### config.mk
export PLATFORM = sky130hd
export DESIGN_NAME = flash_cmd_seq
export DESIGN_NICKNAME = d
export VERILOG_FILES = /design/src/rtl/flash_seq_pkg.sv /design/src/rtl/flash_cmd_decode.sv /design/src/rtl/flash_op_ctrl.sv /design/src/rtl/flash_store.sv /design/src/rtl/flash_cmd_seq.sv
export SDC_FILE = /design/constraint.sdc
export NUM_CORES = 1
export LEC_CHECK = 0
export BUFFER_PORTS_ARGS = -buffer_cell sky130_fd_sc_hd__buf_2
export CAP_MARGIN = 40
export CORE_AREA = 2 2 213 236
export DETAILED_ROUTE_END_ITERATION = 12
export DIE_AREA = 0 0 215 238
export PLACE_DENSITY = 0.73
export SLEW_MARGIN = 20
export SYNTH_ARGS = -nofsm -noshare
export SYNTH_HDL_FRONTEND = slang
export SYNTH_SLANG_ARGS = --single-unit
### constraint.sdc
create_clock -name clk -period 3.3 [get_ports clk]
set_input_delay 0.165 -clock clk [delete_from_list [all_inputs] [get_ports clk]]
set_output_delay 0.165 -clock clk [all_outputs]
set_load 0.005 [all_outputs]
### src/rtl/flash_seq_pkg.sv
// Shared types and command constants for the flash command sequencer.
// Assumes 8-bit command bytes in the low data bits and unlock addresses
// that fit within the bus address width.
package flash_seq_pkg;

    typedef enum logic [2:0] {OP_NONE, OP_PROG, OP_SECT, OP_BLK, OP_CHIP} op_e;
    typedef enum logic [2:0] {CMD_PROG, CMD_SECT, CMD_BLK, CMD_CHIP, CMD_SUSP, CMD_RESUME} cmd_e;

    localparam logic [7:0] K_UNLK1  = 8'hAA;
    localparam logic [7:0] K_UNLK2  = 8'h55;
    localparam logic [7:0] K_PROG   = 8'hA0;
    localparam logic [7:0] K_ERASE  = 8'h80;
    localparam logic [7:0] K_CHIP   = 8'h10;
    localparam logic [7:0] K_SECT   = 8'h50;
    localparam logic [7:0] K_BLK    = 8'h30;
    localparam logic [7:0] K_HOLD   = 8'hB0;
    localparam logic [7:0] K_RESUME = 8'h30;
    localparam int         UNLK_A1  = 'h555;
    localparam int         UNLK_A2  = 'h2AA;

    // True when word indexes a and b fall in the same erase region of the given kind.
    function automatic logic same_region(input op_e kind, input int a, input int b,
                                         input int sect_sh, input int blk_sh);
        int sh;
        sh = (kind == OP_BLK) ? blk_sh : sect_sh;
        return (a >> sh) == (b >> sh);
    endfunction

endpackage

### src/rtl/flash_cmd_decode.sv
// Write-sequence decoder: walks the unlock steps and emits a one-cycle
// command when a sequence completes. Assumes the controller ignores
// commands it cannot act on; while busy only the hold byte is reported.
module flash_cmd_decode
    import flash_seq_pkg::*;
#(
    parameter int ADDR_W = 11,
    parameter int DATA_W = 8
) (
    input  logic              clk,
    input  logic              rst_n,
    input  logic              wr_en,
    input  logic [ADDR_W-1:0] addr,
    input  logic [DATA_W-1:0] wdata,
    input  logic              busy,
    output logic              cmd_vld,
    output cmd_e              cmd
);
    typedef enum logic [2:0] {ST_IDLE, ST_U1, ST_U2, ST_PDAT, ST_E3, ST_E4, ST_E5} step_e;

    step_e      step_q, step_d;
    logic       at_a1, at_a2;
    logic [7:0] kb;

    assign at_a1 = (addr == ADDR_W'(UNLK_A1));
    assign at_a2 = (addr == ADDR_W'(UNLK_A2));
    assign kb    = wdata[7:0];

    // Next step and command pulse from the current step and this write.
    always_comb begin
        step_d  = step_q;
        cmd_vld = 1'b0;
        cmd     = CMD_PROG;
        if (busy) begin
            step_d = ST_IDLE;
            if (wr_en && kb == K_HOLD) begin
                cmd_vld = 1'b1;
                cmd     = CMD_SUSP;
            end
        end else if (wr_en) begin
            step_d = ST_IDLE;
            case (step_q)
                ST_IDLE: if (at_a1 && kb == K_UNLK1) step_d = ST_U1;
                         else if (kb == K_RESUME) begin cmd_vld = 1'b1; cmd = CMD_RESUME; end
                ST_U1:   if (at_a2 && kb == K_UNLK2) step_d = ST_U2;
                ST_U2:   if (at_a1 && kb == K_PROG) step_d = ST_PDAT;
                         else if (at_a1 && kb == K_ERASE) step_d = ST_E3;
                ST_PDAT: begin cmd_vld = 1'b1; cmd = CMD_PROG; end
                ST_E3:   if (at_a1 && kb == K_UNLK1) step_d = ST_E4;
                ST_E4:   if (at_a2 && kb == K_UNLK2) step_d = ST_E5;
                ST_E5:   if (at_a1 && kb == K_CHIP) begin cmd_vld = 1'b1; cmd = CMD_CHIP; end
                         else if (kb == K_SECT) begin cmd_vld = 1'b1; cmd = CMD_SECT; end
                         else if (kb == K_BLK) begin cmd_vld = 1'b1; cmd = CMD_BLK; end
                default: step_d = ST_IDLE;
            endcase
        end
    end

    // Step register.
    always_ff @(posedge clk) begin
        if (!rst_n) step_q <= ST_IDLE;
        else        step_q <= step_d;
    end

    AST_DEC_IDLE_WHILE_BUSY: assert property (@(posedge clk) disable iff (!rst_n)
        busy |-> step_q == ST_IDLE);

endmodule

### src/rtl/flash_op_ctrl.sv
// Operation controller: runs the program/erase countdown, the hold
// latency and the held-erase bookkeeping (kind, target, cycles left).
// Assumes every *_CYC parameter is at least 2 and SUSP_CYC at least 1.
module flash_op_ctrl
    import flash_seq_pkg::*;
#(
    parameter int MEM_AW   = 6,
    parameter int SECT_AW  = 3,
    parameter int BLK_AW   = 4,
    parameter int DATA_W   = 8,
    parameter int PROG_CYC = 4,
    parameter int SECT_CYC = 16,
    parameter int BLK_CYC  = 24,
    parameter int CHIP_CYC = 40,
    parameter int SUSP_CYC = 3
) (
    input  logic              clk,
    input  logic              rst_n,
    input  logic              cmd_vld,
    input  cmd_e              cmd,
    input  logic [MEM_AW-1:0] tgt_in,
    input  logic [DATA_W-1:0] din,
    output logic              busy,
    output logic              susp,
    output logic              dq7,
    output op_e               lock_op,
    output logic [MEM_AW-1:0] lock_idx,
    output logic              fin_vld,
    output op_e               fin_op,
    output logic [MEM_AW-1:0] fin_idx,
    output logic [DATA_W-1:0] fin_data
);
    localparam int MAX_A = (PROG_CYC > SECT_CYC) ? PROG_CYC : SECT_CYC;
    localparam int MAX_B = (BLK_CYC > CHIP_CYC) ? BLK_CYC : CHIP_CYC;
    localparam int MAXC  = (MAX_A > MAX_B) ? MAX_A : MAX_B;
    localparam int CNT_W = $clog2(MAXC + 1);
    localparam int SP_W  = $clog2(SUSP_CYC + 1);

    op_e               op_q, sv_op_q;
    logic [CNT_W-1:0]  cnt_q, sv_cnt_q;
    logic [SP_W-1:0]   spc_q;
    logic              pend_q, susp_q;
    logic [MEM_AW-1:0] tgt_q, sv_idx_q;
    logic [DATA_W-1:0] dat_q;
    logic              freeze, lock_hit;

    assign busy     = (op_q != OP_NONE) || pend_q;
    assign susp     = susp_q;
    assign dq7      = (op_q == OP_PROG) ? ~dat_q[7] : 1'b0;
    assign lock_op  = sv_op_q;
    assign lock_idx = sv_idx_q;
    assign freeze   = cmd_vld && cmd == CMD_SUSP && (op_q == OP_SECT || op_q == OP_BLK);
    assign lock_hit = susp_q && same_region(sv_op_q, int'(tgt_in), int'(sv_idx_q), SECT_AW, BLK_AW);
    assign fin_vld  = (op_q != OP_NONE) && cnt_q == CNT_W'(1) && !freeze;
    assign fin_op   = op_q;
    assign fin_idx  = tgt_q;
    assign fin_data = dat_q;

    // Countdown, hold latency, hold/resume and command acceptance.
    always_ff @(posedge clk) begin
        if (!rst_n) begin
            op_q <= OP_NONE;  sv_op_q <= OP_NONE;
            cnt_q <= '0;      sv_cnt_q <= '0;   spc_q <= '0;
            pend_q <= 1'b0;   susp_q <= 1'b0;
            tgt_q <= '0;      sv_idx_q <= '0;   dat_q <= '0;
        end else if (freeze) begin
            sv_op_q  <= op_q;
            sv_idx_q <= tgt_q;
            sv_cnt_q <= cnt_q;
            op_q     <= OP_NONE;
            pend_q   <= 1'b1;
            spc_q    <= SP_W'(SUSP_CYC);
        end else if (op_q != OP_NONE) begin
            if (cnt_q == CNT_W'(1)) op_q <= OP_NONE;
            else                    cnt_q <= cnt_q - CNT_W'(1);
        end else if (pend_q) begin
            if (spc_q == SP_W'(1)) begin
                pend_q <= 1'b0;
                susp_q <= 1'b1;
            end else begin
                spc_q <= spc_q - SP_W'(1);
            end
        end else if (cmd_vld) begin
            case (cmd)
                CMD_PROG: if (!lock_hit) begin
                    op_q <= OP_PROG; cnt_q <= CNT_W'(PROG_CYC); tgt_q <= tgt_in; dat_q <= din;
                end
                CMD_SECT: if (!susp_q) begin
                    op_q <= OP_SECT; cnt_q <= CNT_W'(SECT_CYC); tgt_q <= tgt_in;
                end
                CMD_BLK: if (!susp_q) begin
                    op_q <= OP_BLK; cnt_q <= CNT_W'(BLK_CYC); tgt_q <= tgt_in;
                end
                CMD_CHIP: if (!susp_q) begin
                    op_q <= OP_CHIP; cnt_q <= CNT_W'(CHIP_CYC); tgt_q <= tgt_in;
                end
                CMD_RESUME: if (susp_q) begin
                    op_q <= sv_op_q; cnt_q <= sv_cnt_q; tgt_q <= sv_idx_q; susp_q <= 1'b0;
                end
                default: ;
            endcase
        end
    end

    AST_HOLD_STATES_EXCL: assert property (@(posedge clk) disable iff (!rst_n)
        $onehot0({pend_q, susp_q}));
    AST_HOLD_LATENCY: assert property (@(posedge clk) disable iff (!rst_n)
        pend_q && spc_q == SP_W'(1) |=> susp_q && !busy);
    AST_CHIP_NOT_HELD: assert property (@(posedge clk) disable iff (!rst_n)
        op_q == OP_CHIP |-> !susp_q && !pend_q);
    AST_PROG_OUTSIDE_LOCK: assert property (@(posedge clk) disable iff (!rst_n)
        op_q == OP_PROG && susp_q |-> !same_region(sv_op_q, int'(tgt_q), int'(sv_idx_q), SECT_AW, BLK_AW));
    AST_LEFT_CYCLES_KEPT: assert property (@(posedge clk) disable iff (!rst_n)
        susp_q |=> $stable(sv_cnt_q));
    AST_RESUME_RESTORES: assert property (@(posedge clk) disable iff (!rst_n)
        $fell(susp_q) |-> cnt_q == $past(sv_cnt_q) && op_q == $past(sv_op_q));

endmodule

### src/rtl/flash_store.sv
// Array stand-in and read path: applies finished program/erase results
// and returns array data, busy status or the held-region pattern.
// Assumes DATA_W >= 8 so that status bits 7, 6 and 2 exist.
module flash_store
    import flash_seq_pkg::*;
#(
    parameter int MEM_AW  = 6,
    parameter int SECT_AW = 3,
    parameter int BLK_AW  = 4,
    parameter int DATA_W  = 8
) (
    input  logic              clk,
    input  logic              rst_n,
    input  logic              rd_en,
    input  logic [MEM_AW-1:0] rd_idx,
    input  logic              busy,
    input  logic              susp,
    input  logic              dq7,
    input  op_e               lock_op,
    input  logic [MEM_AW-1:0] lock_idx,
    input  logic              fin_vld,
    input  op_e               fin_op,
    input  logic [MEM_AW-1:0] fin_idx,
    input  logic [DATA_W-1:0] fin_data,
    output logic [DATA_W-1:0] rdata
);
    localparam int DEPTH = 1 << MEM_AW;

    logic [DATA_W-1:0] mem_q [DEPTH];
    logic [DATA_W-1:0] stat_w, lock_w;
    logic              tgl_q, in_lock;

    assign in_lock = susp && same_region(lock_op, int'(rd_idx), int'(lock_idx), SECT_AW, BLK_AW);

    // Status and held-region read patterns.
    always_comb begin
        stat_w    = '0;
        stat_w[7] = dq7;
        stat_w[6] = tgl_q;
        lock_w    = '0;
        lock_w[6] = 1'b1;
        lock_w[2] = tgl_q;
    end

    // Array update on operation completion.
    always_ff @(posedge clk) begin
        for (int i = 0; i < DEPTH; i++) begin
            if (!rst_n) begin
                mem_q[i] <= '1;
            end else if (fin_vld) begin
                case (fin_op)
                    OP_PROG: if (i[MEM_AW-1:0] == fin_idx) mem_q[i] <= mem_q[i] & fin_data;
                    OP_SECT, OP_BLK:
                        if (same_region(fin_op, i, int'(fin_idx), SECT_AW, BLK_AW)) mem_q[i] <= '1;
                    OP_CHIP: mem_q[i] <= '1;
                    default: ;
                endcase
            end
        end
    end

    // Registered read with toggle flag.
    always_ff @(posedge clk) begin
        if (!rst_n) begin
            rdata <= '0;
            tgl_q <= 1'b0;
        end else if (rd_en) begin
            if (busy) begin
                rdata <= stat_w;
                tgl_q <= ~tgl_q;
            end else if (in_lock) begin
                rdata <= lock_w;
                tgl_q <= ~tgl_q;
            end else begin
                rdata <= mem_q[rd_idx];
            end
        end
    end

    AST_FINISH_ONLY_BUSY: assert property (@(posedge clk) disable iff (!rst_n)
        fin_vld |-> busy);
    AST_TOGGLE_ON_STATUS: assert property (@(posedge clk) disable iff (!rst_n)
        rd_en && busy |=> tgl_q != $past(tgl_q));

endmodule

### src/rtl/flash_cmd_seq.sv
// Top of the flash command sequencer: bus decoder, operation controller
// and array model. Assumes one bus cycle per clock and no simultaneous
// read and write in the same cycle.
module flash_cmd_seq
    import flash_seq_pkg::*;
#(
    parameter int ADDR_W   = 11,
    parameter int DATA_W   = 8,
    parameter int MEM_AW   = 6,
    parameter int SECT_AW  = 3,
    parameter int BLK_AW   = 4,
    parameter int PROG_CYC = 4,
    parameter int SECT_CYC = 16,
    parameter int BLK_CYC  = 24,
    parameter int CHIP_CYC = 40,
    parameter int SUSP_CYC = 3
) (
    input  logic              clk,
    input  logic              rst_n,
    input  logic              wr_en,
    input  logic              rd_en,
    input  logic [ADDR_W-1:0] addr,
    input  logic [DATA_W-1:0] wdata,
    output logic [DATA_W-1:0] rdata,
    output logic              busy,
    output logic              suspended
);
    logic              cmd_vld, dq7, fin_vld;
    cmd_e              cmd;
    op_e               lock_op, fin_op;
    logic [MEM_AW-1:0] lock_idx, fin_idx;
    logic [DATA_W-1:0] fin_data;

    flash_cmd_decode #(.ADDR_W(ADDR_W), .DATA_W(DATA_W)) u_dec (
        .clk(clk), .rst_n(rst_n), .wr_en(wr_en), .addr(addr), .wdata(wdata),
        .busy(busy), .cmd_vld(cmd_vld), .cmd(cmd)
    );

    flash_op_ctrl #(
        .MEM_AW(MEM_AW), .SECT_AW(SECT_AW), .BLK_AW(BLK_AW), .DATA_W(DATA_W),
        .PROG_CYC(PROG_CYC), .SECT_CYC(SECT_CYC), .BLK_CYC(BLK_CYC),
        .CHIP_CYC(CHIP_CYC), .SUSP_CYC(SUSP_CYC)
    ) u_ctrl (
        .clk(clk), .rst_n(rst_n), .cmd_vld(cmd_vld), .cmd(cmd),
        .tgt_in(addr[MEM_AW-1:0]), .din(wdata), .busy(busy), .susp(suspended),
        .dq7(dq7), .lock_op(lock_op), .lock_idx(lock_idx), .fin_vld(fin_vld),
        .fin_op(fin_op), .fin_idx(fin_idx), .fin_data(fin_data)
    );

    flash_store #(.MEM_AW(MEM_AW), .SECT_AW(SECT_AW), .BLK_AW(BLK_AW), .DATA_W(DATA_W)) u_store (
        .clk(clk), .rst_n(rst_n), .rd_en(rd_en), .rd_idx(addr[MEM_AW-1:0]),
        .busy(busy), .susp(suspended), .dq7(dq7), .lock_op(lock_op),
        .lock_idx(lock_idx), .fin_vld(fin_vld), .fin_op(fin_op),
        .fin_idx(fin_idx), .fin_data(fin_data), .rdata(rdata)
    );

endmodule

Word-level counts from Yosys, hierarchy flattened
Memory sizes are Yosys's and may differ from the RTL's.
Index checks and enable logic that the tools add are counted.
{"block": "word_totals", "reg_bits": 54, "latch_bits": 0, "mem_bits_rw": 512, "romBits": 0, "output_inout_bits": 10, "elab_cells": 1456, "memories": 1}
{"name": "u_store.mem_q", "depth": 64, "word_bits": 8, "rd": 65, "rd_ports_with_merged_regs": 0, "write_ports": 64, "line_no": "flash_store.sv:29", "rtl": "logic [DATA_W-1:0] mem_q [DEPTH];"}
{"block": "classes", "n_addsub": 2, "multipliers": 0, "div": 0, "order_cmp": 0, "n_eq_ne": 170, "shifts": 67, "mux": 904, "n_bitwise": 263, "reduce_logical": 36}
{"op": "32-bit equality test", "n": 65}
{"op": "8-bit 2-to-1 mux", "n": 194}
{"op": "1-bit 2-to-1 mux", "n": 664}
{"op": "6-bit by 3-bit >> shifter with 32-bit output, first input constant", "n": 18}
{"op": "8-bit bitwise AND", "n": 64}
{"op": "5-bit by 3-bit >> shifter with 32-bit output, first input constant", "n": 16}
{"op": "6-bit by 32-bit >> shifter with 32-bit output, first input constant", "n": 14}
{"op": "4-bit by 3-bit >> shifter with 32-bit output, first input constant", "n": 8}
{"op": "6-bit equality test, first input constant", "n": 32}
{"op": "1-bit bitwise OR", "n": 192}
{"op": "3-bit by 3-bit >> shifter with 32-bit output, first input constant", "n": 4}
{"op": "5-bit by 6-bit equality test with 1-bit output, first input constant", "n": 16}
{"op": "6-bit by 32-bit >> shifter with 32-bit output", "n": 3}
{"op": "6-bit 2-to-1 mux", "n": 12}
{"op": "3-bit 2-to-1 mux", "n": 22}
{"op": "1-bit by 3-bit >> shifter with 32-bit output, first input constant", "n": 2}
{"op": "2-bit by 3-bit >> shifter with 32-bit output, first input constant", "n": 2}
{"op": "4-bit by 6-bit equality test with 1-bit output, first input constant", "n": 8}
{"op": "8-bit equality test, second input constant", "n": 4}
{"op": "3-bit one-hot mux with 5 select lines", "n": 2}
{"op": "6-bit one-hot mux with 5 select lines", "n": 1}
{"op": "3-bit by 6-bit equality test with 1-bit output, first input constant", "n": 4}
{"op": "3-bit by 2-bit equality test with 1-bit output, second input constant", "n": 7}
{"op": "3-bit equality test, second input constant", "n": 6}
{"op": "38 further kinds", "n": 82}

Longest topological paths before layout
{"block": "depth", "ltp_word": 18, "ltp_mapped": 11, "mapped_depth_nobuf": 8}

Hierarchy
A second synthesis with hierarchy kept.
{"block": "unflattened", "hier_cells": 2346, "area_unflattened_um2": 28118.2}
{"mod": "flash_store", "instances": 1, "cells_per_inst": 2033, "area_each_um2": 25535.7}
{"mod": "flash_op_ctrl", "instances": 1, "cells_per_inst": 255, "area_each_um2": 2158.3}
{"mod": "flash_cmd_decode", "instances": 1, "cells_per_inst": 58, "area_each_um2": 424.2}

Least setup slack after synthesis
OpenSTA, ideal clock, no wires.
{"block": "synth_timing", "path_kind": "reg-to-reg", "from": "reg u_ctrl.cnt_q[2]", "to": "mem u_store.mem_q[3][0], enable pin", "arrival_time_ns": 2.667, "required_time_ns": 2.916, "path_slack_ns": 0.249, "path_stages_with_launch": 9, "n_path_buf": 3, "synth_period_minus_slack_ns": 3.051, "cell_sequence": "dfxtp_1 clkbuf_1 or3_1 or4b_1 nor3_2 nand2b_1 clkbuf_1 clkbuf_1 o21ai_0"}
{"element": "from (decl)", "line_no": "flash_op_ctrl.sv:40", "rtl": "logic [CNT_W-1:0] cnt_q, sv_cnt_q;"}
{"element": "from (signal assigned)", "line_no": "flash_op_ctrl.sv:75", "rtl": "else cnt_q <= cnt_q - CNT_W'(1);"}
{"element": "to (decl)", "line_no": "flash_store.sv:29"}

==> report_table.html <==
<table>
<tr><th>Metric</th><th>Value</th></tr>
<tr><th colspan="2">Route</th></tr>
<tr><td>DR vias/cell</td><td>6.68</td></tr>
<tr><td>DRC violation count after routing</td><td>0</td></tr>
<tr><td>Total routed wirelength</td><td>79.4 mm</td></tr>
<tr><td>Total iterations of the first detailed-routing run</td><td>6</td></tr>
<tr><td>Count of nets left with antenna violations after detail routing</td><td>0</td></tr>
<tr><td>Routed via count</td><td>19800</td></tr>
<tr><td>1st-iter DRT viols</td><td>3013</td></tr>
<tr><td>Mean routed wirelength per cell</td><td>26.8 µm</td></tr>
<tr><th colspan="2">Pwr</th></tr>
<tr><td>Maximum vdd ir drop</td><td>0.408 mV</td></tr>
<tr><td>Pwr dens</td><td>479 nW/µm²</td></tr>
<tr><td>Post-layout power</td><td>0.0149 W</td></tr>
<tr><td>Static leakage</td><td>8.71 nW</td></tr>
<tr><th colspan="2">Yosys</th></tr>
<tr><td>Area of the mapped netlist</td><td>27400 µm²</td></tr>
<tr><td>Seq cells post-synth</td><td>566</td></tr>
<tr><td>Largest area contributor in the netlist</td><td>edfxtp_1</td></tr>
<tr><td>Fraction of the yosys area taken by sequential cells</td><td>0.600</td></tr>
<tr><td>Number of enable flip-flop cells after synthesis</td><td>512</td></tr>
<tr><td>Leading cell types by count after synthesis</td><td>nand2_1, edfxtp_1, a21o_1</td></tr>
<tr><td>Most frequent cell after synthesis</td><td>nand2_1</td></tr>
<tr><td>Avg Synthesized Cell Area</td><td>12.8 µm²</td></tr>
<tr><td>Share of async-settable or async-resettable flops after synthesis</td><td>0</td></tr>
<tr><td>Yosys warns</td><td>0</td></tr>
<tr><td>Number of library cell types mapped by synthesis</td><td>72</td></tr>
<tr><td>Main flop type after synthesis</td><td>edfxtp_1</td></tr>
<tr><td>Number of cells produced by synthesis</td><td>2142</td></tr>
<tr><td>Biggest area contributors in the synthesized netlist</td><td>edfxtp_1, mux4_2, a21o_1</td></tr>
<tr><td>Net count of the mapped netlist</td><td>2168</td></tr>
<tr><td>Top-area cell type share of the netlist area</td><td>0.561</td></tr>
<tr><th colspan="2">STA</th></tr>
<tr><td>Max-Slew Margin vs Limit</td><td>0.436</td></tr>
<tr><td>Highest Clock Rate</td><td>313 MHz</td></tr>
<tr><td>Actual transition at the worst max-transition pin</td><td>844 ps</td></tr>
<tr><td>Setup repair after global routing missed its margin</td><td>false</td></tr>
<tr><td>Max Slew Vio Count</td><td>0</td></tr>
<tr><td>Clock period minus final worst setup slack</td><td>3190 ps</td></tr>
<tr><td>Endpoints failing setup</td><td>0</td></tr>
<tr><td>Count of endpoints failing hold in the final timing report</td><td>0</td></tr>
<tr><td>Clock Skews</td><td>25.3 ps</td></tr>
<tr><td>Fraction of the cycle the final worst path needs</td><td>0.967</td></tr>
<tr><th colspan="2">Worst setup path</th></tr>
<tr><td>Cell family contributing the most delay on the critical path</td><td>simple AND/OR/NAND/NOR gates</td></tr>
<tr><td>Startpoint Class</td><td>register</td></tr>
<tr><td>Internal reg-to-reg setup slack</td><td>110 ps</td></tr>
<tr><td>Critical path class</td><td>register to register</td></tr>
<tr><td>Data arrival, critical path</td><td>3540 ps</td></tr>
<tr><td>CP endpoint kind</td><td>register</td></tr>
<tr><td>CP max stage delay</td><td>580 ps</td></tr>
<tr><td>Required time reported for the critical path endpoint</td><td>3650 ps</td></tr>
<tr><td>Worst-path maximum fanout</td><td>17</td></tr>
<tr><td>Worst reg2reg path endpoint</td><td>u_store.mem_q[18][1]$_SDFFCE_PP1P_</td></tr>
<tr><td>Worst path slowest cell</td><td>or4b_1</td></tr>
<tr><td>Logic depth of the worst register-to-register path</td><td>9</td></tr>
<tr><td>Cell-by-cell listing of the critical path</td><td>or3_1, or4b_1, nor3_2, nand2_1, buf_4, nor2_1, buf_4, nand2_1, a21o_1</td></tr>
<tr><td>Worst reg2reg startpoint</td><td>u_ctrl.cnt_q[3]$_SDFFE_PN0P_</td></tr>
<tr><td>Crit path buf inv count</td><td>2</td></tr>
<tr><th colspan="2">GRT</th></tr>
<tr><td>Wire length of the first global-routing pass</td><td>120 mm</td></tr>
<tr><td>Total track usage</td><td>0.311</td></tr>
<tr><td>Total global routing overflow</td><td>0</td></tr>
<tr><td>Maximum number of pins on one net before global-route repair</td><td>66</td></tr>
<tr><td>Number of global-route vias before repair</td><td>19400</td></tr>
<tr><td>Antenna violations before repair</td><td>0</td></tr>
<tr><th colspan="2">CTS</th></tr>
<tr><td>Total CTS buffers</td><td>55</td></tr>
<tr><td>CTS tree</td><td>yes</td></tr>
<tr><td>Clock edge transition at the registers on the reported setup and hold paths</td><td>60 ps</td></tr>
<tr><td>Clk buf depth</td><td>3</td></tr>
<tr><td>Clock net sink count</td><td>566</td></tr>
<tr><td>Depth of the CTS H-tree</td><td>2</td></tr>
<tr><td>Number of buffers inserted to repair setup after CTS</td><td>0</td></tr>
<tr><td>Skew-Pair Late Insertion Delay</td><td>620 ps</td></tr>
<tr><td>Root buffer cell</td><td>clkbuf_16</td></tr>
<tr><th colspan="2">Placement</th></tr>
<tr><td>Half-perimeter wire length after placement</td><td>55.0 mm</td></tr>
<tr><td>Quantity of I/O buffers inserted on ports</td><td>32</td></tr>
<tr><td>Routability-driven placement congestion ratio</td><td>0.936</td></tr>
<tr><td>Placed cell areas</td><td>29100 µm²</td></tr>
<tr><th colspan="2">Final layout</th></tr>
<tr><td>Area of all placed cells without fillers</td><td>31100 µm²</td></tr>
<tr><td>Antenna diode count</td><td>0</td></tr>
<tr><td>Proportion of layout cells with a drive suffix above 1</td><td>0.199</td></tr>
<tr><td>Final net count</td><td>2287</td></tr>
<tr><td>Final core utilization</td><td>0.638</td></tr>
<tr><td>Area growth syn-to-layout</td><td>13.4%</td></tr>
<tr><th colspan="2">Floorplan</th></tr>
<tr><td>Number of top-level design ports</td><td>33</td></tr>
<tr><td>Die Span X</td><td>215 µm</td></tr>
<tr><td>Die extent in y</td><td>238 µm</td></tr>
<tr><td>Die area</td><td>51200 µm²</td></tr>
<tr><td>Placement row count</td><td>85</td></tr>
<tr><td>Initial standard-cell utilization of the core</td><td>0.563</td></tr>
<tr><td>Area of the core</td><td>48700 µm²</td></tr>
<tr><th colspan="2">Run status</th></tr>
<tr><td>Status</td><td>complete, no violations</td></tr>
<tr><th colspan="2">Job</th></tr>
<tr><td>Reported max-cap violation count</td><td>0</td></tr>
<tr><th colspan="2">Hold path</th></tr>
<tr><td>Class of the tightest hold or removal check</td><td>input pin to register</td></tr>
<tr><td>Worst hold stages</td><td>6</td></tr>
<tr><td>Worst hold endpoint</td><td>u_dec.step_q[2]$_SDFFE_PP0P_</td></tr>
<tr><td>Startpoint of the most critical hold path</td><td>addr[8]</td></tr>
</table>
logic make-up after synthesis:
group,Yosys count,share of synthesized area
flops,566,0.600
mux,185,0.131
buf+inv,159,0.0229
simple gates,722,0.112
xor+xnor,7,0.00224
fa+ha+maj,3,0.00137
compound gates,500,0.130
placed cells by master, fill, tap and decap left out, types with 6 or more instances in the layout:
cell type / instances
nand4_1: 13
nand3_1: 26
o21ai_0: 74
nand2b_1: 10
o21ai_1: 6
edfxtp_1: 512
nor2_1: 66
clkinv_2: 9
nor3_1: 11
mux2i_1: 44
dfxtp_2: 8
dlygate4sd3_1: 11
a22oi_1: 11
or3_1: 10
mux4_2: 139
dfxtp_1: 46
nor2b_1: 9
clkinv_1: 12
clkbuf_1: 9
o211a_1: 6
nand2_1: 525
a21o_1: 308
a221oi_1: 14
buf_12: 11
nor4_1: 9
buf_2: 63
bufinv_16: 6
a32o_1: 6
inv_1: 13
nor2_2: 10
buf_4: 118
clkbuf_16: 57
xnor2_1: 6
a21oi_1: 37
state kept, by name, indices dropped and copies added, names as in the netlist:
name             flops
u_ctrl.cnt_q         6
u_ctrl.fin_data      8
u_ctrl.fin_idx       6
u_ctrl.fin_op        3
u_ctrl.lock_idx      6
u_ctrl.lock_op       3
u_ctrl.pend_q        1
u_ctrl.spc_q         2
u_ctrl.susp          1
u_ctrl.sv_cnt_q      6
u_dec.step_q         3
u_store.mem_q      512
u_store.rdata        8
u_store.tgl_q        1
worst register-to-register path, stage by stage, from the launching register on:
cell and delay (ps):
dfxtp_1 360, or3_1 390, or4b_1 580, nor3_2 400
nand2_1 120, buf_4 230, nor2_1 110, buf_4 220
nand2_1 250, a21o_1 260
layout make-up:
class / instances / area (µm²)
clock buffer: 71 / 1510
clock inverter: 32 / 332
fill: 3637 / 17600
inverter: 16 / 60.1
multi-input combinational: 1417 / 10400
sequential: 566 / 16500
tap: 652 / 816
timing repair buffer: 205 / 1560
routing by layer:
metal / GRT usage / part of all wire
met1: 0.405 / 0.37
met2: 0.507 / 0.47
met3: 0.0678 / 0.11
met4: 0.140 / 0.049
met5: 0 / 0
through the flow:
step           hold WS (ps)  std cells  setup TNS, ps  setup WS, ps
2_1_floorplan           309       2142              0           249
3_3_place_gp            439       2809           -208         -25.6
3_5_place_dp            444       2845              0          4.59
4_1_cts                 196       2959              0          19.2
5_1_grt                 231       2959              0          12.0
6_report                213       2959              0           110
what timing repair did:
action | in CTS | in global routing
endpoints found under the setup margin | 29 | 103
gates resized for setup | 1 | 8
hold endpoints to repair | 17 | 0
hold buffers | 11 | 0
pin swaps | 0 | 0
report_power, final:
| part | internal (W) | leakage, nW | switching [W] | total, W |
|---|---|---|---|---|
| clock | 0.00371 | 0.904 | 0.00276 | 0.00647 |
| sequential | 0.00779 | 3.90 | 0.00000717 | 0.00779 |
| combinational | 0.000226 | 3.90 | 0.000423 | 0.000650 |
| total | 0.0117 | 8.71 | 0.00319 | 0.0149 |
how the worst max path moves through the flow:
stage,startpoint,cells past startpoint,end,slack (ps)
2_1_floorplan,u_ctrl.cnt_q[2]$_SDFFE_PN0P_,8,u_store.mem_q[3][0]$_SDFFCE_PP1P_,250
3_3_place_gp,u_ctrl.fin_op[1]$_SDFFE_PP0P_,7,u_store.mem_q[8][2]$_SDFFCE_PP1P_,-30
3_5_place_dp,u_ctrl.fin_op[1]$_SDFFE_PP0P_,8,u_store.mem_q[19][3]$_SDFFCE_PP1P_,5
4_1_cts,u_ctrl.fin_op[1]$_SDFFE_PP0P_,8,u_store.mem_q[11][7]$_SDFFCE_PP1P_,20
5_1_grt,u_ctrl.cnt_q[3]$_SDFFE_PN0P_,9,u_store.mem_q[25][4]$_SDFFCE_PP1P_,10
6_report,u_ctrl.cnt_q[3]$_SDFFE_PN0P_,9,u_store.mem_q[18][1]$_SDFFCE_PP1P_,110
Power figures use the tool's default switching activity.
